[src/rtl/refb_guard_pkg.sv]
package refb_guard_pkg;

  typedef enum logic [1:0] {
    CMD_ACT = 2'd0,
    CMD_RD  = 2'd1,
    CMD_WR  = 2'd2,
    CMD_PRE = 2'd3
  } cmd_e;

  // strobes from control to datapath
  typedef struct packed {
    logic selAct;
    logic selRd;
    logic selWr;
    logic bypass;
    logic record;
  } strobe_t;

endpackage

[src/rtl/refb_guard_ctrl.sv]
module refb_guard_ctrl
  import refb_guard_pkg::*;
(
  input  logic [1:0] qryCmd,
  input  logic       insValid,
  output strobe_t    strb
);

  cmd_e cmdDec;

  always_comb begin
    cmdDec = cmd_e'(qryCmd);
    strb = '0;
    unique case (cmdDec)
      CMD_ACT: strb.selAct = 1'b1;
      CMD_RD:  strb.selRd  = 1'b1;
      CMD_WR:  strb.selWr  = 1'b1;
      default: strb.bypass = 1'b1;
    endcase
    strb.record = insValid;
  end

endmodule

[src/rtl/refb_guard_dp.sv]
module refb_guard_dp
  import refb_guard_pkg::*;
#(
  parameter int NUM_BANKS = 8,
  parameter int TW        = 32,
  parameter int T_REFI    = 1560,
  parameter int T_RP      = 6,
  parameter int T_RAS     = 15,
  parameter int T_RTP     = 4,
  parameter int T_WL      = 5,
  parameter int T_CCD     = 4,
  parameter int T_WR      = 6,
  parameter int T_RFC     = 44,
  localparam int BANK_W   = (NUM_BANKS > 1) ? $clog2(NUM_BANKS) : 1
)(
  input  logic              clk,
  input  logic              rst_n,
  input  strobe_t           strb,
  input  logic [BANK_W-1:0] qryBank,
  input  logic [TW-1:0]     qryCycle,
  input  logic [BANK_W-1:0] insBank,
  input  logic [TW-1:0]     insCycle,
  output logic [TW-1:0]     earliest
);

  localparam int PRE_GAP   = (NUM_BANKS > T_RP) ? NUM_BANKS : T_RP;
  localparam int INIT_REFB = T_REFI - (NUM_BANKS - 1);
  localparam int WR_MARGIN = T_WL + T_CCD + T_WR;

  logic [TW-1:0] nextRefb [NUM_BANKS];
  logic [TW-1:0] nextPre  [NUM_BANKS];
  logic [TW-1:0] lastRefb [NUM_BANKS];
  logic          lastValid[NUM_BANKS];

  genvar b;
  generate
    for (b = 0; b < NUM_BANKS; b++) begin : g_bank
      logic hit;
      assign hit = strb.record && (insBank == BANK_W'(b));
      always_ff @(posedge clk) begin
        if (!rst_n) begin
          nextRefb[b]  <= TW'(INIT_REFB + b);
          nextPre[b]   <= TW'(INIT_REFB + b - PRE_GAP);
          lastRefb[b]  <= '0;
          lastValid[b] <= 1'b0;
        end else if (hit) begin
          nextRefb[b]  <= nextRefb[b] + TW'(T_REFI);
          nextPre[b]   <= nextPre[b] + TW'(T_REFI);
          lastRefb[b]  <= insCycle;
          lastValid[b] <= 1'b1;
        end
      end
    end
  endgenerate

  logic [TW-1:0] selRefb, selPre, selLast, margin, pushed, cand, actBound;
  logic          selValid, crossing;

  always_comb begin
    selRefb  = nextRefb[qryBank];
    selPre   = nextPre[qryBank];
    selLast  = lastRefb[qryBank];
    selValid = lastValid[qryBank];

    if (strb.selAct)     margin = TW'(T_RAS);
    else if (strb.selRd) margin = TW'(T_RTP);
    else                 margin = TW'(WR_MARGIN);

    // compare in added form so no deadline subtraction can wrap
    crossing = !strb.bypass && ((qryCycle + margin) >= selPre);
    pushed   = selRefb + TW'(T_RFC);
    cand     = (crossing && (pushed > qryCycle)) ? pushed : qryCycle;

    actBound = (strb.selAct && selValid) ? (selLast + TW'(T_RFC)) : '0;
    earliest = (actBound > cand) ? actBound : cand;
  end

endmodule

[src/rtl/refb_guard.sv]
module refb_guard
  import refb_guard_pkg::*;
#(
  parameter int NUM_BANKS = 8,
  parameter int TW        = 32,
  parameter int T_REFI    = 1560,
  parameter int T_RP      = 6,
  parameter int T_RAS     = 15,
  parameter int T_RTP     = 4,
  parameter int T_WL      = 5,
  parameter int T_CCD     = 4,
  parameter int T_WR      = 6,
  parameter int T_RFC     = 44,
  localparam int BANK_W   = (NUM_BANKS > 1) ? $clog2(NUM_BANKS) : 1
)(
  input  logic              clk,
  input  logic              rst_n,
  input  logic [1:0]        qryCmd,
  input  logic [BANK_W-1:0] qryBank,
  input  logic [TW-1:0]     qryCycle,
  input  logic              insValid,
  input  logic [BANK_W-1:0] insBank,
  input  logic [TW-1:0]     insCycle,
  output logic [TW-1:0]     earliest
);

  strobe_t strb;

  refb_guard_ctrl ctrl_i (
    .qryCmd   (qryCmd),
    .insValid (insValid),
    .strb     (strb)
  );

  refb_guard_dp #(
    .NUM_BANKS (NUM_BANKS), .TW (TW), .T_REFI (T_REFI), .T_RP (T_RP),
    .T_RAS (T_RAS), .T_RTP (T_RTP), .T_WL (T_WL), .T_CCD (T_CCD),
    .T_WR (T_WR), .T_RFC (T_RFC)
  ) dp_i (
    .clk      (clk),
    .rst_n    (rst_n),
    .strb     (strb),
    .qryBank  (qryBank),
    .qryCycle (qryCycle),
    .insBank  (insBank),
    .insCycle (insCycle),
    .earliest (earliest)
  );

endmodule

[config.mk]
export PLATFORM = sky130hd
export DESIGN_NAME = refb_guard
export DESIGN_NICKNAME = d
export VERILOG_FILES = /design/src/rtl/refb_guard_pkg.sv /design/src/rtl/refb_guard_ctrl.sv /design/src/rtl/refb_guard_dp.sv /design/src/rtl/refb_guard.sv
export SDC_FILE = /design/constraint.sdc
export NUM_CORES = 2
export LEC_CHECK = 0
export BUFFER_PORTS_ARGS = -buffer_cell sky130_fd_sc_hd__clkbuf_2
export CORE_MARGIN = 2
export CORE_UTILIZATION = 45
export CTS_BUF_LIST = sky130_fd_sc_hd__clkbuf_8
export CTS_CLUSTER_DIAMETER = 80
export DETAILED_ROUTE_END_ITERATION = 12
export GPL_ROUTABILITY_DRIVEN = 0
export PLACE_DENSITY = 0.67
export SETUP_SLACK_MARGIN = 0.2
export SYNTH_ARGS = -nofsm -noshare
export SYNTH_HDL_FRONTEND = slang
export SYNTH_SLANG_ARGS = --single-unit
[constraint.sdc]
create_clock -name clk -period 7.7 [get_ports clk]
set_input_delay 0.385 -clock clk [delete_from_list [all_inputs] [get_ports clk]]
set_output_delay 0.385 -clock clk [all_outputs]
set_load 0.05 [all_outputs]
# Yosys cells after proc, flatten, opt, wreduce, memory -nomap -nowiden

Memories as Yosys holds them, arrays and structs flattened.
Cells that the tools add are included.
Widths: inputs -> output; s select.

$add $sub $neg: 19
Order comparisons: 3
Equality and inequality tests: 9
Muxes and demuxes: 64
Bitwise operators: 32
Reductions and logical operators: 14

Operators with widths:

| cell                   | count |
|---|---|
| $mux 32                | 28 |
| $add 32x11->32 const B | 16 |
| $add 32x6->32 const B  | 2 |
| $gt 32x32->1           | 2 |
| $mux 1                 | 35 |
| $add 32x32->32         | 1 |
| $ge 32x32->1           | 1 |
| $or 1x1->1             | 32 |
| $eq 3x3->1 const B     | 4 |
| $logic_and 1x1->1      | 11 |
| $eq 3x2->1 const B     | 2 |
| $mux 4                 | 1 |
| $eq 3x1->1 const B     | 1 |
| $logic_not 3->1        | 1 |
| $reduce_or 3->1        | 1 |
| $eq 2x1->1 const B     | 1 |
| $eq 2x2->1 const B     | 1 |
| $logic_not 2->1        | 1 |

Register bits after elaboration: 0
Bits in writable memories: 776
Bits of input ports: 75
Output and inout bits: 32
Logic and storage cells: 145
Memories: 4

Memories:

| memory         | words | width | read ports | clocked after memory_dff | wr ports | line                | RTL |
|---|---|---|---|---|---|---|---|
| dp_i.lastRefb  | 8     | 32    | 1          | 0                        | 8        | refb_guard_dp.sv:32 | `logic [TW-1:0] lastRefb [NUM_BANKS];` |
| dp_i.nextPre   | 8     | 32    | 9          | 0                        | 8        | refb_guard_dp.sv:31 | `logic [TW-1:0] nextPre [NUM_BANKS];` |
| dp_i.nextRefb  | 8     | 32    | 9          | 0                        | 8        | refb_guard_dp.sv:30 | `logic [TW-1:0] nextRefb [NUM_BANKS];` |
| dp_i.lastValid | 8     | 1     | 1          | 0                        | 8        | refb_guard_dp.sv:33 | `logic lastValid[NUM_BANKS];` |

# Logic depth before layout (Yosys ltp)

Depth in word-level cells: 11
Mapped depth: 34
Depth with buffers taken out: 30

# Hierarchy

A second synthesis with hierarchy kept.

Cell total of the unflattened synthesis: 3801
Area total of the unflattened synthesis: 44066.0 um^2

By module, submodules not included:

| module          | instances | cells each | area each (um^2) | sequential area each (um^2) |
|---|---|---|---|---|
| refb_guard_dp   | 1         | 3796       | 44032.2          | 21851.0 |
| refb_guard_ctrl | 1         | 5          | 33.8             | 0.0 |

# Worst setup path before layout

OpenSTA, ideal clock, no wires.

Path kind: input-to-reg
Start point: input insBank[1]
End point: memory dp_i.lastRefb[0][0] (enable)
Setup time: 674 ps
Data arrival time: 7298 ps
Data required time: 7026 ps
Setup slack: -272 ps
Cell stages on the path: 2
Buffers on the path: 1
Cells stage by stage: clkbuf_1 -> o31ai_1

RTL lines:

| what            | line                | RTL |
|---|---|---|
| start, declared | refb_guard.sv:22    | `input logic [BANK_W-1:0] insBank,` |
| end, declared   | refb_guard_dp.sv:32 |  |

==> impl_summary.txt <==
----------------------------------------------------
[Route]
  Length of the first detailed-routing pass in iterations ... 6
  DRC violation count after routing ... 0
  Overall via count from detail_route ... 32,648
  WL per Instance ... 24.00 um
  Detailed router's first-iteration violation count ... 3,878
  Final routed wirelength across all metal layers ... 131,100 um
  Average vias per placed instance ... 5.974
  Number of nets with antenna violations after detailed routing ... 0

[Power]
  Part of the power in combinational logic ... 0.161
  Cell-internal power ... 6984 uW
  Fraction of power spent switching nets ... 0.2856
  Total power divided by cell area ... 190.8 nW/um2
  Leakage component of the power ... 0.01923 uW
  Final total power ... 9776 uW
  Total net switching power ... 2792 uW
  Proportion of power drawn by flip-flops and latches ... 0.484
  Worst vdd ir ... 0.1580 mV
  Clock share of power ... 0.355

[Timing]
  Fin Clk Skew ... 0.05065 ns
  Final hold vios ... 0
  Period utilisation layout ... 1.024
  Period minus WS final ... 7.884 ns
  Final number of setup-violating endpoints ... 32
  Slew margin rel. ... 0.2568
  Unrepaired setup endpoints after global routing ... yes
  Number of pins with negative max-slew slack in the final report ... 0
  Worst setup slack after layout ... -0.1837 ns
  Fmax ... 126.8 MHz
  Worst hold-check slack ... 0.1147 ns
  Transition time at the pin with the least slew margin ... 1.115 ns

[Finish]
  Final cell count without fillers ... 5,465
  Layout overhead on the synthesized area ... 15.93%
  Number of fill cells in the layout ... 8,299
  Finished layout cell area ... 51,240 um2
  Final #Nets ... 4,292
  Share of cells above drive strength 1 ... 0.1786
  Reg area ... 21,850 um2
  Area taken by multi-input logic gates ... 21,930 um2

[GRT]
  Number of global-route vias before repair ... 31,791
  All-layer global routing usage ... 0.2576
  Final global-route overflow total ... 0
  Antenna violations before repair ... 5
  Wire length of the first global-routing pass ... 197,800 um
  Pin count of the biggest net entering global routing ... 101

[Clocking]
  Maximum root-to-sink buffer count ... 3
  Root buf cell ... sky130_fd_sc_hd__clkbuf_8
  H-tree level count ... 4
  TritonCTS clock tree ... yes
  CTS buffer count ... 133
  Clock-pin slew of the registers on the worst-case setup and hold paths ... 0.06 ns
  Clock latency reported for the late side of the worst-skew pair ... 0.84 ns
  Number of sinks on the clock net ... 728

[Logic synthesis]
  Primary flip-flop cell chosen by synthesis mapping ... sky130_fd_sc_hd__edfxtp_1
  Post-synthesis sequential area ratio ... 0.4944
  Synth top area share ... 0.4939
  Fraction of registers with async set or reset after synthesis ... 0
  List of most frequent post-synthesis cells ... sky130_fd_sc_hd__edfxtp_1, sky130_fd_sc_hd__nor2_1, sky130_fd_sc_hd__nand2_1, sky130_fd_sc_hd__xor2_1, sky130_fd_sc_hd__and3_1
  Number of synthesized flops with an enable pin ... 727
  Post-synthesis cell type with the largest combined area ... sky130_fd_sc_hd__edfxtp_1
  Synth Warn # ... 0
  Synthesized instance count ... 3,829
  Number of synthesized register bits ... 728
  Count leader, synth ... sky130_fd_sc_hd__edfxtp_1
  Distinct cells, synth ... 72
  Top area cells in the synthesized netlist ... sky130_fd_sc_hd__edfxtp_1, sky130_fd_sc_hd__mux4_2, sky130_fd_sc_hd__xor2_1
  Synthesized net count ... 4,026
  Synth Area per Inst ... 11.54 um2
  Netlist area before placement ... 44,200 um2

[Setup path]
  Biggest fanout along the worst timing path ... 8
  Largest stage delay, worst path ... 0.59 ns
  Worst Setup End Kind ... output port
  CP startpoint kind ... flop
  Worst setup path class ... reg -> out
  Most frequent CP cell ... sky130_fd_sc_hd__buf_12
  Critical path's slowest cell ... sky130_fd_sc_hd__or4_1
  Arrival time at the worst endpoint ... 7.50 ns
  Worst path required time ... 7.32 ns

[Floorplan]
  Die Ht ... 317.4 um
  Core Rows ... 114
  Starting density of the core ... 0.4557
  Number of top-level design ports ... 107
  Area of the die ... 100,700 um2
  Core Footprint ... 96,990 um2
  X dimension of the die ... 317.4 um

[Placement]
  Number of port buffers ... 106
  Post-Place Cells ... 5,156
  Placed Area ... 47,080 um2
  Post-DP HPWL ... 89,260 um

[Status]
  Status ... finished with violations
  Failing checks ... negative setup slack

[Hold path]
  Type of the tightest min-delay check ... in -> reg

[Flow run]
  MaxCap Viol Count ... 0

----------------------------------------------------
## cells in the final DEF, fill, tap and decap left out, drive strengths merged, types with 117 or more instances in the layout
cell type    n
and3       264
buf        198
clkbuf     210
edfxtp     727
ha         121
inv        187
mux2i      150
mux4       177
nand2      291
nand3      153
nor2       479
o21ai      117
xnor2      167
xor2       272
## layer usage
metal  up-vias  track usage  routed length (um)
li1      14624            -                   -
met1     16140       0.3627               55060
met2      1609       0.3848               57950
met3       271      0.06281               13570
met4         4       0.1006                4516
met5         -            0                  33
## flip-flops by register name, summed over array words and instances, names as in the netlist
register        flops
dp_i.lastRefb     256
dp_i.nextPre      232
dp_i.nextRefb     232
dp_i.lastValid      8
## final cells by class
cell class | instances | area share
repair buffers | 304 | 0.05621
multi-input cells | 2777 | 0.4280
well taps | 1276 | 0.03116
inverters | 151 | 0.01111
clock buffers | 136 | 0.03653
flip-flops and latches | 728 | 0.4264
clock inverters | 91 | 0.01043
diodes | 2 | 0.00009767
## cells by family (layout without fill, tap and decap cells)
| group | Yosys count | in the layout | share of synthesized area |
|---|---|---|---|
| AOI/OAI and AO/OA | 292 | 292 | 0.03960 |
| adders and majority gates | 122 | 122 | 0.03470 |
| xor gates and xnor gates | 439 | 439 | 0.08699 |
| other | 0 | 2 | 0 |
| DFF | 728 | 728 | 0.4944 |
| muxes | 333 | 333 | 0.1286 |
| and+or+nand+nor | 1591 | 1591 | 0.1805 |
| buffers and inverters | 324 | 682 | 0.03524 |
## final timing paths
| check | slack (ns) | startpoint | cells after the start | to |
|---|---|---|---|---|
| max | -0.18 | dp_i.nextRefb[2][23]$_SDFFCE_PN0P_ | 28 | earliest[31] |
| min | 0.11 | rst_n | 2 | dp_i.lastValid[4]$_DFF_P_ |
| max reg2reg | 4.34 | dp_i.nextRefb[3][3]$_SDFFCE_PN0P_ | 10 | dp_i.nextRefb[3][31]$_SDFFCE_PN0P_ |
| min reg2reg | 0.61 | dp_i.nextRefb[3][3]$_SDFFCE_PN0P_ | 1 | dp_i.nextRefb[3][3]$_SDFFCE_PN0P_ |
## power groups by stage
stage | Combinational [uW] | Sequential, uW | Clock, uW
after floorplan | 872 | 4770 | 0
after global placement | 1360 | 4800 | 0
after detailed placement | 1380 | 4810 | 0
after CTS | 1500 | 4730 | 3530
after global routing | 1660 | 4750 | 3690
final | 1580 | 4730 | 3470
## per-stage QoR
stage	TNS [ns]	util	setup slack, ns
finish	-4.693	0.5283	-0.1837
global route	-11.14	0.5283	-0.4007
CTS	0	0.5226	0.1804
detailed placement	-1.745	0.4854	-0.1277
global placement	-0.09138	0.4854	-0.03835
floorplan	-3.064	-	-0.1621
## worst max-delay path, delay by kind of cell, from the launching register on
kind                     cells  cell delay [ns]
flip-flops                   1             0.46
buffers and inverters        9             1.41
adder cells (fa/ha/maj)      2             0.73
AO/OA/AOI/OAI                5             0.71
AND/OR/NAND/NOR              7             1.99
XOR/XNOR                     1             0.18
multiplexers                 4             1.19
## timing repair
item | CTS | global route
pin swaps | 23 | 22
setup buffers | 27 | 16
cloned | 3 | 2
setup endpoints to repair | 32 | 32
hold endpoints to repair | 256 | 0
resized for setup | 111 | 56
hold buffers | 32 | 0
(Power assumes the default switching activity.)
